--- src/rtl/lrq_pkg.sv ---
package lrq_pkg;
    typedef enum logic [1:0] {
        ST_EMPTY   = 2'd0,
        ST_PARTIAL = 2'd1,
        ST_FULL    = 2'd2
    } occ_state_t;
endpackage

--- src/rtl/lrq_store.sv ---
module lrq_store #(
    parameter int DEPTH = 16,
    parameter int AW    = 32,
    parameter int DW    = 64,
    localparam int PW   = (DEPTH > 1) ? $clog2(DEPTH) : 1
) (
    input  logic          clk,
    input  logic          wr_en,
    input  logic [PW-1:0] wr_ptr,
    input  logic [AW-1:0] wr_addr,
    input  logic [DW-1:0] wr_data,
    input  logic [PW-1:0] rd_ptr,
    output logic [AW-1:0] rd_addr,
    output logic [DW-1:0] rd_data
);
    logic [AW-1:0] addr_mem [DEPTH];
    logic [DW-1:0] data_mem [DEPTH];

    for (genvar g = 0; g < DEPTH; g++) begin : g_slot
        always_ff @(posedge clk) begin
            if (wr_en && (wr_ptr == PW'(g))) begin
                addr_mem[g] <= wr_addr;
                data_mem[g] <= wr_data;
            end
        end
    end

    always_comb begin
        rd_addr = addr_mem[rd_ptr];
        rd_data = data_mem[rd_ptr];
    end
endmodule

--- src/rtl/lrq_ctrl.sv ---
module lrq_ctrl
    import lrq_pkg::*;
#(
    parameter int DEPTH = 16,
    localparam int PW   = (DEPTH > 1) ? $clog2(DEPTH) : 1,
    localparam int CW   = $clog2(DEPTH + 1)
) (
    input  logic          clk,
    input  logic          rst_n,
    input  logic          push_req,
    input  logic          pop_req,
    output logic          ready,
    output logic          avail,
    output logic          push,
    output logic          pop,
    output logic [PW-1:0] wr_ptr,
    output logic [PW-1:0] rd_ptr
);
    occ_state_t    state, state_nxt;
    logic [CW-1:0] count;

    // state register
    always_ff @(posedge clk) begin
        if (!rst_n) state <= ST_EMPTY;
        else        state <= state_nxt;
    end

    // next state and outputs
    always_comb begin
        ready     = (state != ST_FULL);
        avail     = (state != ST_EMPTY);
        push      = push_req && ready;
        pop       = pop_req && avail;
        state_nxt = state;
        unique case (state)
            ST_EMPTY: begin
                if (push) state_nxt = (DEPTH == 1) ? ST_FULL : ST_PARTIAL;
            end
            ST_PARTIAL: begin
                if (push && !pop && count == CW'(DEPTH - 1))
                    state_nxt = ST_FULL;
                else if (pop && !push && count == CW'(1))
                    state_nxt = ST_EMPTY;
            end
            ST_FULL: begin
                if (pop) state_nxt = (DEPTH == 1) ? ST_EMPTY : ST_PARTIAL;
            end
            default: state_nxt = ST_EMPTY;
        endcase
    end

    // pointers and occupancy
    always_ff @(posedge clk) begin
        if (!rst_n) begin
            wr_ptr <= '0;
            rd_ptr <= '0;
            count  <= '0;
        end else begin
            if (push) wr_ptr <= (wr_ptr == PW'(DEPTH - 1)) ? '0 : wr_ptr + 1'b1;
            if (pop)  rd_ptr <= (rd_ptr == PW'(DEPTH - 1)) ? '0 : rd_ptr + 1'b1;
            if (push && !pop)      count <= count + 1'b1;
            else if (pop && !push) count <= count - 1'b1;
        end
    end

    assert_empty_count_R4: assert property (@(posedge clk) disable iff (!rst_n)
        (state == ST_EMPTY) |-> (count == '0));
    assert_full_count_R5: assert property (@(posedge clk) disable iff (!rst_n)
        (state == ST_FULL) |-> (count == CW'(DEPTH)));
    assert_no_overflow_R5: assert property (@(posedge clk) disable iff (!rst_n)
        count <= CW'(DEPTH));
    assert_hold_count_R6: assert property (@(posedge clk) disable iff (!rst_n)
        (push && pop) |=> $stable(count));
    assert_full_release_R9: assert property (@(posedge clk) disable iff (!rst_n)
        (state == ST_FULL && pop_req) |=> ready);
endmodule

--- src/rtl/lrq_check.sv ---
module lrq_check #(
    parameter int AW = 32
) (
    input  logic          clk,
    input  logic          rst_n,
    input  logic          pop,
    input  logic [AW-1:0] calc_addr,
    input  logic [AW-1:0] stored_addr,
    output logic          mismatch,
    output logic          fault
);
    always_comb mismatch = pop && (calc_addr != stored_addr);

    always_ff @(posedge clk) begin
        if (!rst_n)        fault <= 1'b0;
        else if (mismatch) fault <= 1'b1;
    end

    assert_fault_sets_R7: assert property (@(posedge clk) disable iff (!rst_n)
        mismatch |=> fault);
    assert_fault_sticky_R7: assert property (@(posedge clk) disable iff (!rst_n)
        fault |=> fault);
    assert_idle_quiet_R8: assert property (@(posedge clk) disable iff (!rst_n)
        !pop |-> !mismatch);
endmodule

--- src/rtl/load_replay_queue.sv ---
module load_replay_queue #(
    parameter int DEPTH = 16,
    parameter int AW    = 32,
    parameter int DW    = 64,
    localparam int PW   = (DEPTH > 1) ? $clog2(DEPTH) : 1
) (
    input  logic          clk,
    input  logic          rst_n,
    input  logic          lead_valid,
    input  logic [AW-1:0] lead_addr,
    input  logic [DW-1:0] lead_data,
    output logic          lead_ready,
    input  logic          trail_valid,
    input  logic [AW-1:0] trail_addr,
    output logic          trail_avail,
    output logic [DW-1:0] trail_data,
    output logic          trail_mismatch,
    output logic          fault_flag
);
    logic          push, pop;
    logic [PW-1:0] wr_ptr, rd_ptr;
    logic [AW-1:0] head_addr;

    lrq_ctrl #(.DEPTH(DEPTH)) u_ctrl (
        .clk(clk), .rst_n(rst_n),
        .push_req(lead_valid), .pop_req(trail_valid),
        .ready(lead_ready), .avail(trail_avail),
        .push(push), .pop(pop),
        .wr_ptr(wr_ptr), .rd_ptr(rd_ptr)
    );

    lrq_store #(.DEPTH(DEPTH), .AW(AW), .DW(DW)) u_store (
        .clk(clk), .wr_en(push), .wr_ptr(wr_ptr),
        .wr_addr(lead_addr), .wr_data(lead_data),
        .rd_ptr(rd_ptr), .rd_addr(head_addr), .rd_data(trail_data)
    );

    lrq_check #(.AW(AW)) u_check (
        .clk(clk), .rst_n(rst_n), .pop(pop),
        .calc_addr(trail_addr), .stored_addr(head_addr),
        .mismatch(trail_mismatch), .fault(fault_flag)
    );

    assert_stall_empty_R4: assert property (@(posedge clk) disable iff (!rst_n)
        !trail_avail |-> !trail_mismatch);
endmodule

--- config.mk ---
export PLATFORM = sky130hd
export DESIGN_NAME = load_replay_queue
export DESIGN_NICKNAME = d
export VERILOG_FILES = /design/src/rtl/lrq_pkg.sv /design/src/rtl/lrq_store.sv /design/src/rtl/lrq_ctrl.sv /design/src/rtl/lrq_check.sv /design/src/rtl/load_replay_queue.sv
export SDC_FILE = /design/constraint.sdc
export NUM_CORES = 1
export LEC_CHECK = 0
export BUFFER_PORTS_ARGS = -buffer_cell sky130_fd_sc_hd__buf_2
export CAP_MARGIN = 20
export CORE_UTILIZATION = 40
export DETAILED_ROUTE_END_ITERATION = 16
export SLEW_MARGIN = 20
export SYNTH_ARGS = -nofsm -noshare
export SYNTH_HDL_FRONTEND = slang
export SYNTH_SLANG_ARGS = --single-unit
--- constraint.sdc ---
create_clock -name clk -period 7.5 [get_ports clk]
set_input_delay 0.375 -clock clk [delete_from_list [all_inputs] [get_ports clk]]
set_output_delay 0.375 -clock clk [all_outputs]
set_load 0.02 [all_outputs]
==> impl_metrics.json, run 1 <==
{
  "wire_per_inst_um": 28.3,
  "slew_viol_final": 0,
  "die_y_um": 388,
  "core-area_mm2": 0.148,
  "netlist_area_mm2": 0.0597,
  "synthXorXnorAreaFrac": 0.0139,
  "post-route-min-period_ns": 5.38,
  "postSynthNetCount": 2633,
  "critical-path-slowest-cell": "dfxtp_4",
  "path_class": "register to output pin",
  "p_int_uw": 14500,
  "dieArea_mm2": 0.151,
  "cts_tree": "built",
  "gr-total-overflow": 0,
  "cts.clk_slew.worst_paths_ns": 0.06,
  "powerDensity_mw_per_mm2": 264,
  "layout-drive-gt1-share": 0.302,
  "wirelength_um": 139000,
  "place.gp.congestion": 0.754,
  "p_clk_frac": 0.419,
  "start_util": 0.404,
  "worst_path_most_repeated_cell": "mux2i_1",
  "drtIter0Drc": 2686,
  "post_cts_buffers": 0,
  "crit_chain": "buf_4 -> mux4_2 -> mux2i_1 -> mux2i_1 -> xnor2_1 -> nand2_1 -> nor4b_2 -> a31oi_1 -> buf_2",
  "antenna_found_initial": 27,
  "synth_top_family_by_area": "multiplexers",
  "tightest_slew_ns": 1.07,
  "synth-seq-cells": 1556,
  "io_pins": 200,
  "cap_violations": 0,
  "fill_cells": 12000,
  "final_nets": 3009,
  "htree_levels": 4,
  "switching_share": 0.207,
  "critPathMaxFanout": 52,
  "synth_most_common_cell": "edfxtp_1",
  "tns_ns": 0,
  "clkSinkCount": 1556,
  "required_ns": 7.12,
  "r2r_end": "u_check.fault",
  "synth_simple_gate_area_frac": 0.00929,
  "final_util": 0.467,
  "leakage_uw": 0.0210,
  "drcViolationCount": 0,
  "whs_ns": 0.298,
  "ys_seq_area_frac": 0.780,
  "power.switching_uw": 3780,
  "vdd_ir_drop_max_v": 0.000228,
  "vias": 27300,
  "postCtsHoldBufs": 99,
  "min_to": "u_check.fault",
  "port_buffers": 199,
  "max_freq_mhz": 186,
  "hold_depth": 5,
  "startpoint_type": "register",
  "ys_warn_count": 0,
  "cpPeakStageDelay_ns": 0.94,
  "async_flop_share": 0,
  "syn_avg_cell_area_um2": 24.0,
  "rows": 141,
  "synthFlopType": "edfxtp_1",
  "fin_crit_sh": 0.717,
  "r2r_slack_ns": 3.53,
  "synth_mux_area_frac": 0.175,
  "hold_path.startpoint": "trail_addr[6]",
  "synthesis.instances": 2490,
  "rsz0062_at_grt": "no",
  "p_comb_frac": 0.049,
  "hold_class": "primary input to register",
  "root_buffer": "clkbuf_16",
  "synth_common_cells": "edfxtp_1, mux4_2, mux2i_1",
  "grt_pass1_wl_um": 201000,
  "reg2reg_depth": 8,
  "grt_pass1_vias": 29100,
  "slew_headroom": 0.287,
  "cts_buffers": 157,
  "setup_viol": 0,
  "synth_top_cell_area_share": 0.773,
  "clk_latency_ns": 0.79,
  "drt-pass1-iter-count": 6,
  "ant_nets": 0,
  "ctsResizeCount": 0,
  "routed_via_density": 5.55,
  "synth_top_area_cell": "edfxtp_1",
  "die-width_um": 388,
  "worst_ep_arrival_time_ns": 5.00,
  "fin_worst_skew_ns": 0.0244,
  "status": "completed",
  "hold_violations": 0,
  "grt_max_degree": 97,
  "netlist_top_cells_area": "edfxtp_1, mux4_2, mux2i_1, xor2_1, xnor2_1",
  "synth_edf_count": 1536,
  "synth_compound_area_frac": 0.00830,
  "area_growth_pct": 15.8,
  "synth.distinct_cells": 52,
  "synthAdderAreaFrac": 0.00231,
  "grt_util_all_layers": 0.186,
  "dpl.hpwl_um": 67800,
  "critPathCaptureType": "output pin",
  "clock_path_buffers": 3,
  "power_frac_seq": 0.531
}
==> area by class of cell <==
class / instances / area (um2) / area share
well taps: 1930 / 2410 / 0.0349
diodes: 6 / 15.0 / 0.000217
clock inverters: 89 / 895 / 0.0129
flip-flops and latches: 1556 / 46500 / 0.673
multi-input cells: 804 / 12600 / 0.182
repair buffers: 339 / 2490 / 0.0361
clock buffers: 192 / 4120 / 0.0597
inverters: 8 / 30.0 / 0.000434
==> worst max-delay path, delay by kind of cell, from the launching register on <==
kind	cells	cell delay, ns
flip-flops	1	0.94
buffers and inverters	2	0.92
multiplexers	3	0.83
XOR/XNOR	1	0.59
AND/OR/NAND/NOR	2	0.54
AO/OA/AOI/OAI	1	0.31
==> logic make-up (layout without fill, tap and decap cells) <==
kind of cell    after synthesis  after routing
flops                      1556           1556
mux                         520            520
buf+inv                     130            628
simple gates                107            107
xor+xnor                     95             95
compound gates               71             71
fa+ha+maj                    11             11
other cells                   0              6
==> layout by cell type, fill, tap and decap left out, drive strengths merged, types with 10 or more instances in the layout <==
cell / count
edfxtp: 1536
buf: 240
and2: 10
dlygate4sd3: 99
inv: 17
ha: 11
xor2: 49
clkinv: 64
bufinv: 15
nand2: 17
xnor2: 46
nor2: 30
mux4: 418
dfxtp: 20
a21oi: 15
mux2i: 99
clkbuf: 192
o21ai: 13
==> stage by stage <==
step | instances | instance area (um2) | total power (uW) | worst slack (ns)
2_1_floorplan | 2490 | 59700 | 10400 | 1.66
3_3_place_gp | 4538 | 63100 | 10700 | 2.62
3_5_place_dp | 4538 | 63100 | 10800 | 2.83
4_1_cts | 4918 | 69100 | 18400 | 1.98
5_1_grt | 4920 | 69100 | 18800 | 1.85
6_report | 4924 | 69100 | 18300 | 2.12
==> how the worst max path moves through the flow <==
stage / slack (ns) / start / end / cells after the start
2_1_floorplan: 1.66 / u_ctrl.state[0] / u_store.addr_mem[15][0] / 5
3_3_place_gp: 2.62 / register / trail_mismatch / 8
3_5_place_dp: 2.83 / register / trail_mismatch / 9
4_1_cts: 1.98 / register / trail_mismatch / 9
5_1_grt: 1.85 / register / trail_mismatch / 9
6_report: 2.12 / register / trail_mismatch / 9
==> sequential cells by signal (all words and copies together), names as in the netlist, named ones only <==
signal / flops
u_store.addr_mem: 512
u_store.data_mem: 1024
u_ctrl.rd_ptr: 4
u_ctrl.count: 5
u_check.fault: 1
u_ctrl.state: 2
u_ctrl.wr_ptr: 4
==> power by group through the flow <==
stage / Clock [uW] / Combinational [uW] / Sequential, uW
2_1_floorplan: 0 / 516 / 9880
3_3_place_gp: 0 / 844 / 9880
3_5_place_dp: 0 / 868 / 9890
4_1_cts: 7800 / 921 / 9710
5_1_grt: 8140 / 971 / 9710
6_report: 7650 / 901 / 9710
==> metal layers <==
metal / vias to the layer above / GRT usage / part of all wire
li1: 11400 / - / -
met1: 14800 / 0.259 / 0.42
met2: 934 / 0.299 / 0.49
met3: 196 / 0.0394 / 0.066
met4: 26 / 0.0465 / 0.019
met5: - / 0 / 0.0013
(Power assumes the default switching activity.)
==> run 2, diff against run 1 <==
clock period = 5.24 ns   (was 7.5 ns; I/O delays follow)
==> run 2 against run 1 <==
Effect of this change:
- non-clock buffer count up 14
- final cell count is 0.45% higher
- clock skew is 0.00066 ns lower
- sequential power increased by 43%
- register-to-register slack worse by 1.8 ns
- power increased by 44%
- hold slack got worse by 0.14 ns
- clock power rose by 45%
- highest routed layer unchanged
==> impl_metrics.json, run 2 (synthesis results as in run 1) <==
{
  "status": "completed",
  "gr-total-overflow": 0,
  "layout-drive-gt1-share": 0.307,
  "dpl.hpwl_um": 70500,
  "hold_class": "primary input to register",
  "path_class": "register to output pin",
  "fill_cells": 11900,
  "clkSinkCount": 1556,
  "grt_pass1_wl_um": 204000,
  "powerDensity_mw_per_mm2": 379,
  "worst_ep_arrival_time_ns": 4.52,
  "drtIter0Drc": 2625,
  "vias": 27500,
  "routed_via_density": 5.56,
  "fin_crit_sh": 0.913,
  "post-place-ws_ns": 1.13,
  "largest_register_ff_count": 1024,
  "critPathMaxFanout": 63,
  "drt-pass1-iter-count": 7,
  "core-area_mm2": 0.148,
  "clk_latency_ns": 0.80,
  "regArea_mm2": 0.0465,
  "post_cts_buffers": 0,
  "mostFrequentLayoutCell": "edfxtp_1",
  "final_util": 0.469,
  "tightest_slew_ns": 0.980,
  "ant_nets": 0,
  "grt_util_all_layers": 0.188,
  "stdcell_count": 4946,
  "multi_input_area_mm2": 0.0126,
  "start_util": 0.404,
  "vdd_ir_drop_max_v": 0.000261,
  "cts_tree": "built",
  "required_ns": 4.98,
  "antenna_found_initial": 20,
  "startpoint_type": "register",
  "cts.clk_slew.worst_paths_ns": 0.06,
  "grt_max_degree": 136,
  "area_growth_pct": 16.3,
  "hold_path.startpoint": "trail_addr[29]",
  "critPathCaptureType": "output pin",
  "port_buffers": 199,
  "min_to": "u_check.fault",
  "slew_headroom": 0.347,
  "regMostFlops": "u_store.data_mem",
  "htree_levels": 4,
  "cts_buffers": 161,
  "cap_violations": 0,
  "fin_worst_skew_ns": 0.0237,
  "leakage_uw": 0.0212,
  "die_y_um": 388,
  "post-route-min-period_ns": 4.78,
  "dp_cells": 4552,
  "place.gp.congestion": 0.730,
  "p_total_uw": 26300,
  "die-width_um": 388,
  "ctsResizeCount": 0,
  "r2r_slack_ns": 1.73,
  "slew_viol_final": 0,
  "final_nets": 3027,
  "drcViolationCount": 0,
  "rows": 141,
  "max_freq_mhz": 209,
  "setup_viol": 0,
  "wirelength_um": 140000,
  "rsz0062_at_grt": "no",
  "top_regs": "u_store.data_mem (1024), u_store.addr_mem (512), u_ctrl.count (5)",
  "reg2reg_depth": 7,
  "root_buffer": "clkbuf_16",
  "mostFrequentLayoutCells": "edfxtp_1, mux4_2, buf_2",
  "grt_pass1_vias": 29400,
  "setup_ws_ns": 0.455,
  "hold_violations": 0,
  "clock_path_buffers": 3,
  "r2r_end": "u_check.fault",
  "wire_per_inst_um": 28.4,
  "dieArea_mm2": 0.151,
  "hold_depth": 5,
  "io_pins": 200
}
==> run 2: cell count changes in the layout (fill, tap and decap cells not counted), sizes merged <==
cell	before	now
clkbuf	192	199
buf	240	254
bufinv	15	14
inv	17	18
clkinvlp	1	3
clkinv	64	65
diode	6	4
==> run 2: routing by layer <==
metal	wire [um]	part of all wire	global-route usage
met1	58000	0.41	0.255
met5	158	0.0011	0
met4	3150	0.022	0.0515
met2	69300	0.49	0.305
met3	9610	0.068	0.0425
==> run 2: metrics by stage <==
stage | setup TNS [ns] | cell area, um2 | hold WS (ns)
global route | 0 | 69400 | 0.155
detailed placement | 0 | 63300 | 0.523
floorplan | -713.08 | 59700 | 0.361
finish | 0 | 69400 | 0.156
global placement | 0 | 63300 | 0.512
CTS | 0 | 69400 | 0.116
==> run 2: power by group <==
part	switching, uW	total [uW]	internal (uW)	leakage (uW)
Clock	4640	11100	6440	0.00250
Sequential	56.9	13900	13800	0.0140
Combinational	751	1290	542	0.00463
Total	5450	26300	20800	0.0212
==> run 2: cell type report <==
class / instances / share of cell area
diodes: 4 / 0.000144
clock buffers: 199 / 0.0612
clock inverters: 92 / 0.0124
inverters: 8 / 0.000433
multi-input cells: 804 / 0.181
flip-flops and latches: 1556 / 0.671
well taps: 1930 / 0.0348
repair buffers: 353 / 0.0388
==> run 2: timing repair <==
item | in CTS | in global routing
setup endpoints to repair | 0 | 0
hold buffers | 99 | 0
hold endpoints to repair | 1556 | 0
==> run 2: worst max-delay path by stage <==
stage / endpoint / slack (ns) / depth (start not counted)
after global placement: trail_mismatch / 1.09 / 9
after CTS: trail_mismatch / 0.23 / 9
final: trail_mismatch / 0.46 / 9
after global routing: trail_mismatch / 0.08 / 9
after detailed placement: trail_mismatch / 1.13 / 9
after floorplan: u_store.addr_mem[15][0] / -0.60 / 5
==> run 2: worst max-delay path: stages (launching register included) <==
cell      delay (ns)
dfxtp_4         0.90
buf_12          0.43
and2_1          0.54
a22oi_1         0.20
and3_1          0.22
o22a_1          0.20
nand4_1         0.16
a211oi_1        0.13
a31oi_1         0.51
buf_2           0.28
==> run 3, diff against run 2 <==
PLACE_DENSITY = 0.61   (was unset)
==> run 3 against run 2 <==
Effect of this change:
- clock power hardly changed
- first-iteration DRC count shrank 9.1%
- clock-buffer cell count shrank 3
- power hardly changed
- combinational power hardly changed
- final cell count did not move
==> impl_metrics.json, run 3 (synthesis results as in run 1) <==
{
  "final_nets": 3025,
  "final_util": 0.469,
  "wirelength_um": 139000,
  "grt_most_used_layer": "met2",
  "p_clk_frac": 0.422,
  "power.switching_uw": 5370,
  "switching_share": 0.204,
  "power_frac_seq": 0.529,
  "r2r_slack_ns": 1.65,
  "regArea_mm2": 0.0465,
  "die_y_um": 388,
  "setup_viol": 0,
  "max_freq_mhz": 205,
  "stdcell_count": 4946,
  "cts.clk_slew.worst_paths_ns": 0.06,
  "top_regs": "u_store.data_mem (1024), u_store.addr_mem (512), u_ctrl.count (5)",
  "dp_cells": 4554,
  "die-width_um": 388,
  "rows": 141,
  "htree_levels": 4,
  "place.gp.congestion": 0.756,
  "powerDensity_mw_per_mm2": 379,
  "fill_cells": 11900,
  "antenna_found_initial": 24,
  "cap_violations": 0,
  "cts_buffers": 157,
  "io_pins": 200,
  "startpoint_type": "register",
  "largest_register_ff_count": 1024,
  "grt_util_all_layers": 0.185,
  "status": "completed",
  "tightest_slew_ns": 1.13,
  "multi_input_area_mm2": 0.0126,
  "grt_pass1_vias": 29200,
  "routed_via_density": 5.57,
  "port_buffers": 199,
  "post_cts_buffers": 0,
  "ctsResizeCount": 0,
  "clock_path_buffers": 3,
  "mostFrequentLayoutCell": "edfxtp_1",
  "path_class": "register to output pin",
  "root_buffer": "clkbuf_16",
  "clk_latency_ns": 0.76,
  "mostFrequentLayoutCells": "edfxtp_1, mux4_2, buf_2",
  "drcViolationCount": 0,
  "met3_usage": 0.0341,
  "p_comb_frac": 0.049,
  "post-route-min-period_ns": 4.87,
  "rsz0062_at_grt": "no",
  "clkSinkCount": 1556,
  "dieArea_mm2": 0.151,
  "critPathCaptureType": "output pin",
  "critPathMaxFanout": 40,
  "dpl.hpwl_um": 68900,
  "p_int_uw": 20900,
  "met1_usage": 0.257,
  "start_util": 0.404,
  "slew_viol_final": 0,
  "grt_max_degree": 97,
  "leakage_uw": 0.0212,
  "gr-total-overflow": 0,
  "fin_crit_sh": 0.930,
  "globalRouteMet2Util": 0.301,
  "hold_violations": 0,
  "fin_worst_skew_ns": 0.0196,
  "area_growth_pct": 16.3,
  "cts_tree": "built",
  "core-area_mm2": 0.148,
  "ant_nets": 0,
  "slew_headroom": 0.231,
  "regMostFlops": "u_store.data_mem",
  "vdd_ir_drop_max_v": 0.000311,
  "required_ns": 4.98,
  "layout-drive-gt1-share": 0.308,
  "hold_class": "primary input to register",
  "worst_ep_arrival_time_ns": 4.61,
  "wire_per_inst_um": 28.1,
  "drtIter0Drc": 2385,
  "vias": 27500,
  "grt_pass1_wl_um": 201000,
  "drt-pass1-iter-count": 5
}
==> run 3: changes by cell type in the layout (fill, tap and decap cells not counted), moves of 2 or more <==
| cell | change |
|---|---|
| buf_12 | -2 |
| buf_4 | +5 |
| bufinv_16 | +2 |
| clkbuf_1 | -3 |
| clkinv_4 | +2 |
| clkinv_8 | -2 |
| clkinvlp_4 | +4 |
| inv_6 | -5 |
==> run 3: through the flow <==
| stage | hold WS (ns) | area, um2 | setup slack [ns] | power [uW] | TNS, ns |
|---|---|---|---|---|---|
| after detailed placement | 0.554 | 63300 | 1.07 | 15400 | 0 |
| final | 0.197 | 69400 | 0.367 | 26300 | 0 |
| after CTS | 0.148 | 69400 | 0.236 | 26500 | 0 |
| after floorplan | 0.361 | 59700 | -0.599 | 14900 | -713.08 |
| after global routing | 0.175 | 69400 | 0.118 | 27100 | 0 |
| after global placement | 0.501 | 63300 | 1.10 | 15300 | 0 |
==> run 3: final timing paths <==
kind	cells after the start	startpoint	endpoint
setup / recovery	9	register	trail_mismatch
hold / removal	5	trail_addr[6]	u_check.fault
setup reg to reg	8	register	u_check.fault
hold reg to reg	2	u_ctrl.rd_ptr[1]	register
==> run 3: worst max-delay path, cell delays in order (launching register included) <==
cell and delay, ns:
dfxtp_4 0.87, buf_4 0.50, mux4_2 0.55, mux2i_1 0.20, xor2_1 0.16, o21ai_0 0.26
o32a_1 0.38, nor4b_2 0.36, a31oi_1 0.30, buf_2 0.26
==> run 3: timing repair <==
item                                    4_1_cts  5_1_grt
hold endpoints to repair                   1555        0
hold buffers                                 99        0
endpoints found under the setup margin        0        0
==> run 3: cell type report <==
cell class / instances / share of cell area
antenna: 5 / 0.000180
clock buffer: 196 / 0.0610
clock inverter: 92 / 0.0128
inverter: 8 / 0.000433
multi-input combinational: 804 / 0.181
sequential: 1556 / 0.671
tap: 1930 / 0.0348
timing repair buffer: 355 / 0.0386
==> run 3: layer usage <==
layer,vias up,part of all wire,wire length [um]
li1,11400,-,-
met1,14900,0.42,59000
met2,927,0.49,68700
met3,220,0.060,8390
met4,28,0.019,2620
met5,-,0.0013,180
==> run 3: power groups by stage <==
stage | Sequential [uW] | Clock (uW) | Combinational [uW]
after CTS | 13900 | 11300 | 1310
final | 13900 | 11100 | 1290
after floorplan | 14100 | 0 | 738
after detailed placement | 14200 | 0 | 1240
after global placement | 14100 | 0 | 1200
after global routing | 13900 | 11800 | 1380
